File: src/rtl/smac_pkg.sv
package smac_pkg;
  typedef enum logic [1:0] {
    CM_1 = 2'd0,
    CM_2 = 2'd1,
    CM_3 = 2'd2,
    CM_4 = 2'd3
  } compat_e;

  function automatic logic code_known(input logic [2:0] c);
    return (c == 3'b111) || (c == 3'b001) || (c == 3'b010) || (c == 3'b011);
  endfunction

  function automatic compat_e code_to_mode(input logic [2:0] c);
    case (c)
      3'b001:  return CM_2;
      3'b010:  return CM_3;
      3'b011:  return CM_4;
      default: return CM_1;
    endcase
  endfunction
endpackage

File: src/rtl/smac_mode_ctrl.sv
module smac_mode_ctrl
  import smac_pkg::*;
(
  input  logic       clk,
  input  logic       rst_n,
  input  logic [2:0] strap_code,
  input  logic       wr_en,
  input  logic [2:0] wr_code,
  input  logic       idle,
  output compat_e    mode
);
  compat_e mode_q, pend_q;
  logic    pend_v;
  logic    wr_ok;

  assign wr_ok = wr_en && code_known(wr_code);

  always_ff @(posedge clk) begin
    if (!rst_n) begin
      mode_q <= code_to_mode(strap_code);
      pend_q <= CM_1;
      pend_v <= 1'b0;
    end else begin
      if (wr_ok) begin
        pend_q <= code_to_mode(wr_code);
        pend_v <= 1'b1;
      end else if (pend_v && idle) begin
        pend_v <= 1'b0;
      end
      if (pend_v && idle) mode_q <= pend_q;
    end
  end

  assign mode = mode_q;

  // the profile only moves while no frame is in progress
  a_r10_idle_switch: assert property (@(posedge clk) disable iff (!rst_n)
    (mode_q != $past(mode_q)) |-> $past(idle));
endmodule

File: src/rtl/smac_tx_path.sv
module smac_tx_path
  import smac_pkg::*;
#(
  parameter int SQE_CYC = 20
) (
  input  logic    clk,
  input  logic    rst_n,
  input  logic    ph,
  input  compat_e mode,
  input  logic    txd_i,
  input  logic    txe_i,
  output logic    txd_q,
  output logic    txe_q,
  output logic    valid_q,
  output logic    sqe_on
);
  localparam int SW = $clog2(SQE_CYC + 1);

  logic          rise_mode;
  logic          strobe;
  logic [SW-1:0] sqe_cnt;

  assign rise_mode = (mode == CM_1) || (mode == CM_2);
  assign strobe    = rise_mode ? !ph : ph;

  always_ff @(posedge clk or negedge rst_n) begin
    if (!rst_n) begin
      txd_q   <= 1'b0;
      txe_q   <= 1'b0;
      valid_q <= 1'b0;
      sqe_cnt <= '0;
    end else begin
      valid_q <= strobe;
      if (strobe) begin
        txd_q <= txd_i;
        txe_q <= txe_i;
      end
      if (strobe && txe_q && !txe_i) sqe_cnt <= SW'(SQE_CYC);
      else if (sqe_cnt != '0)        sqe_cnt <= sqe_cnt - 1'b1;
    end
  end

  assign sqe_on = (sqe_cnt != '0);

  // a fresh capture lines up with the edge the profile samples on
  a_r4_capture_edge: assert property (@(posedge clk) disable iff (!rst_n)
    valid_q |-> (ph == (($past(mode) == CM_1) || ($past(mode) == CM_2))));
  // the test pulse counter stays within its window
  a_r9_sqe_window: assert property (@(posedge clk) disable iff (!rst_n)
    (sqe_cnt <= SW'(SQE_CYC)));
endmodule

File: src/rtl/smac_rx_path.sv
module smac_rx_path
  import smac_pkg::*;
#(
  parameter int TAIL = 5
) (
  input  logic    clk,
  input  logic    rst_n,
  input  logic    ph,
  input  compat_e mode,
  input  logic    data_i,
  input  logic    carrier_i,
  input  logic    col_i,
  input  logic    sqe_on,
  output logic    rxc_o,
  output logic    rxd_o,
  output logic    crs_o,
  output logic    col_o
);
  localparam int TW = $clog2(TAIL + 1);

  logic          launch;
  logic          crs_q, rxd_q, col_q, gate_q;
  logic [TW-1:0] tail_q;

  assign launch = (mode == CM_4) ? !ph : ph;

  always_ff @(posedge clk or negedge rst_n) begin
    if (!rst_n) begin
      crs_q  <= 1'b0;
      rxd_q  <= 1'b0;
      col_q  <= 1'b0;
      gate_q <= 1'b0;
      tail_q <= '0;
    end else begin
      if (launch) begin
        crs_q <= carrier_i;
        rxd_q <= data_i;
      end
      col_q <= (col_i | sqe_on) ^ (mode == CM_4);
      if (ph) begin
        case (mode)
          CM_1: begin
            if (carrier_i) begin
              tail_q <= TW'(TAIL);
              gate_q <= 1'b1;
            end else if (tail_q != '0) begin
              tail_q <= tail_q - 1'b1;
              gate_q <= 1'b1;
            end else begin
              gate_q <= 1'b0;
            end
          end
          CM_2: begin
            gate_q <= carrier_i;
            tail_q <= '0;
          end
          default: begin
            gate_q <= 1'b1;
            tail_q <= '0;
          end
        endcase
      end
    end
  end

  assign rxc_o = gate_q & ph;
  assign rxd_o = crs_q ? rxd_q : (mode == CM_2);
  assign crs_o = crs_q;
  assign col_o = col_q;

  // continuous profiles keep the receive clock enabled
  a_r3_free_running: assert property (@(posedge clk) disable iff (!rst_n)
    (ph && ((mode == CM_3) || (mode == CM_4))) |=> gate_q);
  // profile 2 adds no clocks once carrier is gone
  a_r2_no_tail: assert property (@(posedge clk) disable iff (!rst_n)
    (ph && (mode == CM_2) && !carrier_i) |=> !gate_q);
  // profile 4 holds the collision line high when nothing collides
  a_r7_col_idle_high: assert property (@(posedge clk) disable iff (!rst_n)
    ((mode == CM_4) && !col_i && !sqe_on) |=> col_o);
endmodule

File: src/rtl/serial_mac_adapter.sv
module serial_mac_adapter
  import smac_pkg::*;
#(
  parameter int SQE_CYCLES = 20,
  parameter int RXC_TAIL   = 5
) (
  input  logic       clk,
  input  logic       rst_n,
  input  logic [2:0] strap_code,
  input  logic       host_wr,
  input  logic [2:0] host_code,
  input  logic       rx_data_i,
  input  logic       rx_carrier_i,
  input  logic       rx_col_i,
  input  logic       lpbk_pin,
  input  logic       txd_pin,
  input  logic       txe_pin,
  output logic       txc_o,
  output logic       rxc_o,
  output logic       rxd_o,
  output logic       crs_o,
  output logic       col_o,
  output logic       lpbk_o,
  output logic       tx_data_o,
  output logic       tx_en_o,
  output logic       tx_valid_o,
  output logic [1:0] mode_o
);
  compat_e mode;
  logic    ph;
  logic    sqe_on;
  logic    idle;

  always_ff @(posedge clk or negedge rst_n) begin
    if (!rst_n) ph <= 1'b0;
    else        ph <= !ph;
  end

  assign idle = !crs_o && !tx_en_o;

  smac_mode_ctrl u_mode (
    .clk       (clk),
    .rst_n     (rst_n),
    .strap_code(strap_code),
    .wr_en     (host_wr),
    .wr_code   (host_code),
    .idle      (idle),
    .mode      (mode)
  );

  smac_tx_path #(.SQE_CYC(SQE_CYCLES)) u_tx (
    .clk    (clk),
    .rst_n  (rst_n),
    .ph     (ph),
    .mode   (mode),
    .txd_i  (txd_pin),
    .txe_i  (txe_pin),
    .txd_q  (tx_data_o),
    .txe_q  (tx_en_o),
    .valid_q(tx_valid_o),
    .sqe_on (sqe_on)
  );

  smac_rx_path #(.TAIL(RXC_TAIL)) u_rx (
    .clk      (clk),
    .rst_n    (rst_n),
    .ph       (ph),
    .mode     (mode),
    .data_i   (rx_data_i),
    .carrier_i(rx_carrier_i),
    .col_i    (rx_col_i),
    .sqe_on   (sqe_on),
    .rxc_o    (rxc_o),
    .rxd_o    (rxd_o),
    .crs_o    (crs_o),
    .col_o    (col_o)
  );

  assign txc_o  = ph;
  assign lpbk_o = lpbk_pin ^ (mode == CM_3);
  assign mode_o = mode;

  // the bit clock changes level on every core cycle
  a_r11_txc_toggle: assert property (@(posedge clk) disable iff (!rst_n)
    !$stable(txc_o) || $past(!rst_n));
endmodule

File: config.mk
export PLATFORM = sky130hd
export DESIGN_NAME = serial_mac_adapter
export DESIGN_NICKNAME = d
export VERILOG_FILES = /design/src/rtl/smac_pkg.sv /design/src/rtl/smac_mode_ctrl.sv /design/src/rtl/smac_tx_path.sv /design/src/rtl/smac_rx_path.sv /design/src/rtl/serial_mac_adapter.sv
export SDC_FILE = /design/constraint.sdc
export NUM_CORES = 1
export LEC_CHECK = 0
export ABC_AREA = 1
export BUFFER_PORTS_ARGS = -buffer_cell sky130_fd_sc_hd__buf_2
export CAP_MARGIN = 10
export CORE_MARGIN = 1.5
export CORE_UTILIZATION = 25
export CTS_CLUSTER_DIAMETER = 40
export CTS_CLUSTER_SIZE = 40
export DETAILED_ROUTE_END_ITERATION = 7
export GPL_ROUTABILITY_DRIVEN = 1
export REMOVE_ABC_BUFFERS = 1
export SLEW_MARGIN = 20
export SYNTH_ARGS = -nofsm -noshare
export SYNTH_HDL_FRONTEND = slang
export SYNTH_SLANG_ARGS = --single-unit
File: constraint.sdc
create_clock -name clk -period 1.53 [get_ports clk]
set_input_delay 0.2295 -clock clk [delete_from_list [all_inputs] [get_ports clk]]
set_output_delay 0.2295 -clock clk [all_outputs]
set_load 0.01 [all_outputs]
## Word-level counts from Yosys, hierarchy flattened

Index checks and enable logic that the tools add are counted.

- Output and inout bits: 11
- Logic and storage cells: 67
- Flip-flop bits (word level): 21
- Bits of input ports: 15

- Reduce and logical (&&, ||, !) cells: 19
- Bitwise gates (word level): 4
- Muxes and demuxes: 17
- Equality and inequality tests: 12
- Add/subtract/negate cells: 2

Operators by type and width:

| kind | count |
|---|---|
| equality test 3 x 2 -> 1 bit (second input constant) | 4 |
| one-hot mux 2 bit (3 select lines) | 2 |
| two-way mux 5 bit | 2 |
| two-way mux 3 bit | 3 |
| two-way mux 1 bit | 7 |
| equality test 3 x 1 -> 1 bit (second input constant) | 2 |
| logical AND 1 bit | 5 |
| nonzero test 5 bit | 1 |
| subtractor 5 x 1 -> 5 bit (second input constant) | 1 |
| equality test 2 bit (second input constant) | 2 |
| logical NOT 1 bit | 4 |
| logical OR 1 bit | 4 |
| two-way mux 2 bit | 2 |
| nonzero test 2 bit | 2 |
| equality test 3 bit (second input constant) | 1 |
| != test 3 x 2 -> 1 bit (second input constant) | 1 |
| nonzero test 3 bit | 1 |
| subtractor 3 x 1 -> 3 bit (second input constant) | 1 |
| equality test 2 x 1 -> 1 bit (second input constant) | 1 |
| logical NOT 2 bit | 1 |
| != test 2 x 1 -> 1 bit (second input constant) | 1 |
| one-hot mux 1 bit (2 select lines) | 1 |
| AND reduction 2 bit | 1 |
| bitwise XOR 1 bit | 2 |
| 2 further kinds | 2 |

## Longest topological paths before layout

- Word-level depth: 6
- Mapped depth: 9
- Depth with buffers taken out: 9

## Modules after synthesis

A second synthesis with hierarchy kept.

- Cell total of the unflattened synthesis: 145
- Area total of the unflattened synthesis: 1122.3 µm²

By module, submodules not included:

| module | area an instance (µm²) | seq. area each (µm²) | cells an instance | instances |
|---|---|---|---|---|
| smac_tx_path | 410.4 | 200.2 | 49 | 1 |
| smac_rx_path | 402.9 | 175.2 | 54 | 1 |
| smac_mode_ctrl | 252.7 | 120.1 | 33 | 1 |
| serial_mac_adapter | 56.3 | 25.0 | 9 | 1 |

## Worst setup path before layout

OpenSTA, ideal clock, no wires.

- Path kind: reg-to-reg
- Start point: register u_tx.sqe_cnt[0]
- End point: register u_rx.col_q, in the netlist u_rx.col_o
- Stages on the path, launching flop included: 6
- Library setup time: 123 ps
- Path buffers: 0
- Slack: 386 ps
- Data arrival time: 1020 ps
- Data required time: 1407 ps
- Period minus slack after synthesis: 1144 ps
- Cells stage by stage: dfrtp_1 inv_1 ha_1 nand3b_1 o21ai_0 nand2_1

- Longest elaborated chain between the ends: 3

Ends and longest elaborated chain:

| element | RTL line | RTL |
|---|---|---|
| from (decl) | smac_tx_path.sv:21 | `logic [SW-1:0] sqe_cnt;` |
| from (signal assigned) | smac_tx_path.sv:38 | `if (strobe && txe_q && !txe_i) sqe_cnt <= SW'(SQE_CYC);` |
| from (signal assigned) | smac_tx_path.sv:39 | `else if (sqe_cnt != '0) sqe_cnt <= sqe_cnt - 1'b1;` |
| nonzero test 5 bit | smac_tx_path.sv:43 | `assign sqe_on = (sqe_cnt != '0);` |
| bitwise OR 1 bit | smac_rx_path.sv:39 | `col_q <= (col_i \| sqe_on) ^ (mode == CM_4);` |
| bitwise XOR 1 bit | smac_rx_path.sv:39 |  |
| to (signal assigned) | smac_rx_path.sv:39 |  |
| to (decl) | smac_rx_path.sv:22 | `logic crs_q, rxd_q, col_q, gate_q;` |

No other way between the ends.
A chain may end at the register's enable or synchronous reset.

## Final worst setup path

- Start point: register u_mode.mode_q[1], in the netlist u_mode.mode[1]
- End point: output rxd_o

- Longest elaborated chain between the ends: 2

Ends and longest elaborated chain:

| element | RTL line | RTL |
|---|---|---|
| from (decl) | smac_mode_ctrl.sv:12 | `compat_e mode_q, pend_q;` |
| from (signal assigned) | smac_mode_ctrl.sv:20 | `mode_q <= code_to_mode(strap_code);` |
| from (signal assigned) | smac_mode_ctrl.sv:30 | `if (pend_v && idle) mode_q <= pend_q;` |
| equality test 2 x 1 -> 1 bit | smac_rx_path.sv:67 | `assign rxd_o = crs_q ? rxd_q : (mode == CM_2);` |
| two-way mux 1 bit | smac_rx_path.sv:67 |  |
| to (decl) | serial_mac_adapter.sv:20 | `output logic rxd_o,` |

No other way between the ends.

==> out/metrics.yaml <==
drive_above_1_share_pct: 24.7
cp_slowest_stage_delay_ns: 0.47
worstPathRequired_ns: 1.30
cts_buffers: 3
rr_startpoint: "u_mode.mode[1]$_DFFE_PP_"
static-leakage-power_nw: 0.739
num_io_pins: 26
drt-initial-drc-count: 41
yosysSeqAreaShare_pct: 47.0
whs_ns: 0.160
grt_pass1_vias: 920
rows: 24
crit_path_start_kind: "register"
start_util_pct: 25.8
r2r-end: "u_rx.tail_q[2]$_DFFE_PN0P_"
finClkSkew_ns: 0.000995
synth_simple_gate_area_share_pct: 31.9
cts.sinks: 21
postRouteWirelength_um: 2170
avgSynthCellArea_um2: 7.80
synth.cell_area_mm2: 0.00111
fin_crit_ns: 1.40
antenna_found_initial: 0
synth_cell_types: 25
finalHoldViolCount: 0
grt_pass1_wl_um: 3920
timing.critical_path.fanout_max: 6
r2r_cells: 7
htreeDepth: 1
cp.arrival_ns: 1.17
synth.area.mux_share_pct: 0
dieWidth_um: 69.6
crit_start: "u_mode.mode[1]$_DFFE_PP_"
synth_top_family_by_area: "simple AND/OR/NAND/NOR gates"
vias_per_cell: 4.21
slew_violations: 0
route.detailed.drc: 0
status: "finished, final reports clean"
clk_latency_ns: 0.26
rsz0062_at_grt: "no"
wire_per_inst_um: 9.59
synth-xor-area-share_pct: 2.37
numPortBuffers: 25
yosys_warnings: 0
vias: 952
path_class: "register to primary output"
fillerInstances: 467
cp_slowest_cell: "edfxtp_1"
ant_nets: 0
grt_max_degree: 16
max-cap-violations: 0
area_growth_pct: 23.8
crit_chain: "inv_1 > nand3_1 > o21ai_0 > buf_2"
drtPass1Iterations: 4
ir_drop_mv: 0.411
relSlewSlack_pct: 79.9
core_area_mm2: 0.00429
ys_seq_elements: 21
end_kind: "primary output"
grt.total_usage_pct: 10.1
synth_fa_ha_area_share_pct: 3.39
path_clk_slew_ns: 0.07
max_freq_mhz: 717
synth-compound-area-share_pct: 6.33
tns_ns: 0
worstHoldPathType: "input pin to register"
hpwl_um: 1690
nNetsFinal: 193
gp_congestion: 0.778
multi_input_area_um2: 487
cts_resized: 0
power_density_mw_per_mm2: 1190
root_buffer: "clkbuf_8"
cts_max_path_buffers: 2
period_share_pct: 91.2
worstMarginPinSlew_ns: 0.301
endpoint: "rxd_o"
grt_overflow: 0
antenna_cells: 0
die-area_mm2: 0.00484
rrSetupSlack_ns: 0.26
final_util_pct: 31.9
die_y_um: 69.6
synthCells: 142
regArea_um2: 520
finalSetupViolCount: 0
cts_tree: "built"
[through the flow]
stage          setup slack, ns  cells  power [mW]  area, um2
2_1_floorplan            0.386    141        1.14       1100
3_3_place_gp             0.316    219        1.27       1300
3_5_place_dp             0.278    219        1.28       1300
4_1_cts                 0.0672    224        1.65       1360
5_1_grt                 0.0212    226        1.79       1370
6_report                 0.134    226        1.63       1370
[Yosys cell counts]
library cell	n	share of area, %
a21oi_1	1	0.45
clkbuf_1	1	0.34
dfrtp_1	16	36
dfxtp_1	3	5.4
edfxtp_1	2	5.4
ha_1	3	3.4
inv_1	22	7.5
inv_2	2	0.68
inv_4	1	0.57
nand2_1	49	17
nand2_2	2	1.1
nand2_4	1	1.0
nand3_1	8	3.6
nand3_2	1	0.90
nand3_4	1	1.6
nand3b_1	1	0.68
nand4_1	3	1.7
nor2_1	7	2.4
nor2_2	4	2.3
o21a_1	2	1.4
o21ai_0	2	0.90
o21ai_1	5	2.3
o31ai_1	2	1.4
xnor2_1	2	1.6
xor2_1	1	0.79
[layout by cell type (no fill, tap or decap)]
master,instances
a21oi_1,1
buf_2,25
buf_4,3
clkbuf_1,1
clkbuf_8,3
dfrtp_1,16
dfxtp_1,3
dlygate4sd3_1,1
edfxtp_1,2
ha_1,3
inv_1,22
inv_2,2
inv_4,1
nand2_1,49
nand2_2,2
nand2_4,1
nand3_1,8
nand3_2,1
nand3_4,1
nand3b_1,1
nand4_1,3
nor2_1,7
nor2_2,4
o21a_1,2
o21ai_0,2
o21ai_1,5
o31ai_1,2
xnor2_1,2
xor2_1,1
[cell families (layout without fill, tap and decap cells)]
family,count (synthesis),in the layout
adder cells (fa/ha/maj),3,3
AO/OA/AOI/OAI,12,12
AND/OR/NAND/NOR,77,77
flip-flops,21,21
buffers and inverters,26,58
XOR/XNOR,3,3
[power breakdown]
| group | leakage, nW | internal, mW | switching, mW |
|---|---|---|---|
| clock network | 0.0228 | 0.186 | 0.176 |
| registers | 0.232 | 0.673 | 0.0688 |
| logic | 0.485 | 0.223 | 0.308 |
[repair_timing]
item	in CTS	in global routing
setup buffers	0	2
setup endpoints to repair	0	1
hold buffers	1	0
hold endpoints to repair	3	0
[worst min path at each step]
stage / cells after the start / to / from / slack [ns]
after global routing: 3 / u_tx.txd_q$_DFFE_PN0P_ / txd_pin / 0.16
final: 3 / u_tx.txd_q$_DFFE_PN0P_ / txd_pin / 0.16
after detailed placement: 1 / u_rx.rxd_q$_DFFE_PN0P_ / rst_n / 0.12
after CTS: 3 / u_tx.txd_q$_DFFE_PN0P_ / txd_pin / 0.15
after global placement: 1 / u_rx.rxd_q$_DFFE_PN0P_ / rst_n / 0.12
after floorplan: 0 / txc_o$_DFF_PN0_ / rst_n / -0.07
[state kept, by name, summed over array words and instances (netlist names)]
register and flops:
u_tx.sqe_cnt 5, u_rx.tail_q 3, u_mode.mode 2, u_mode.pend_q 2, txc_o 1, u_mode.pend_v 1, u_rx.col_o 1, u_rx.crs_o 1
u_rx.gate_q 1, u_rx.rxd_q 1, u_tx.txd_q 1, u_tx.txe_q 1, u_tx.valid_q 1
[layer usage]
layer	track usage [%]	up-vias	routed length [um]
met5	0	-	0
met4	5.88	0	56
met3	2.03	5	96
met2	15.9	21	952
met1	12.7	417	1060
li1	-	509	-
[final cells by class]
type	instances	share of cell area, %
Multi-Input combinational cell	95	35.5
Clock buffer	4	3.28
Tap cell	52	4.74
Inverter	25	7.03
Sequential cell	21	38.0
Timing Repair Buffer	29	11.5
[worst max-delay path, delay by kind of cell (launching register included)]
kind | cells | cell delay (ns)
flops | 1 | 0.47
buf+inv | 2 | 0.29
compound gates | 1 | 0.08
simple gates | 1 | 0.07
Power figures use the tool's default switching activity.
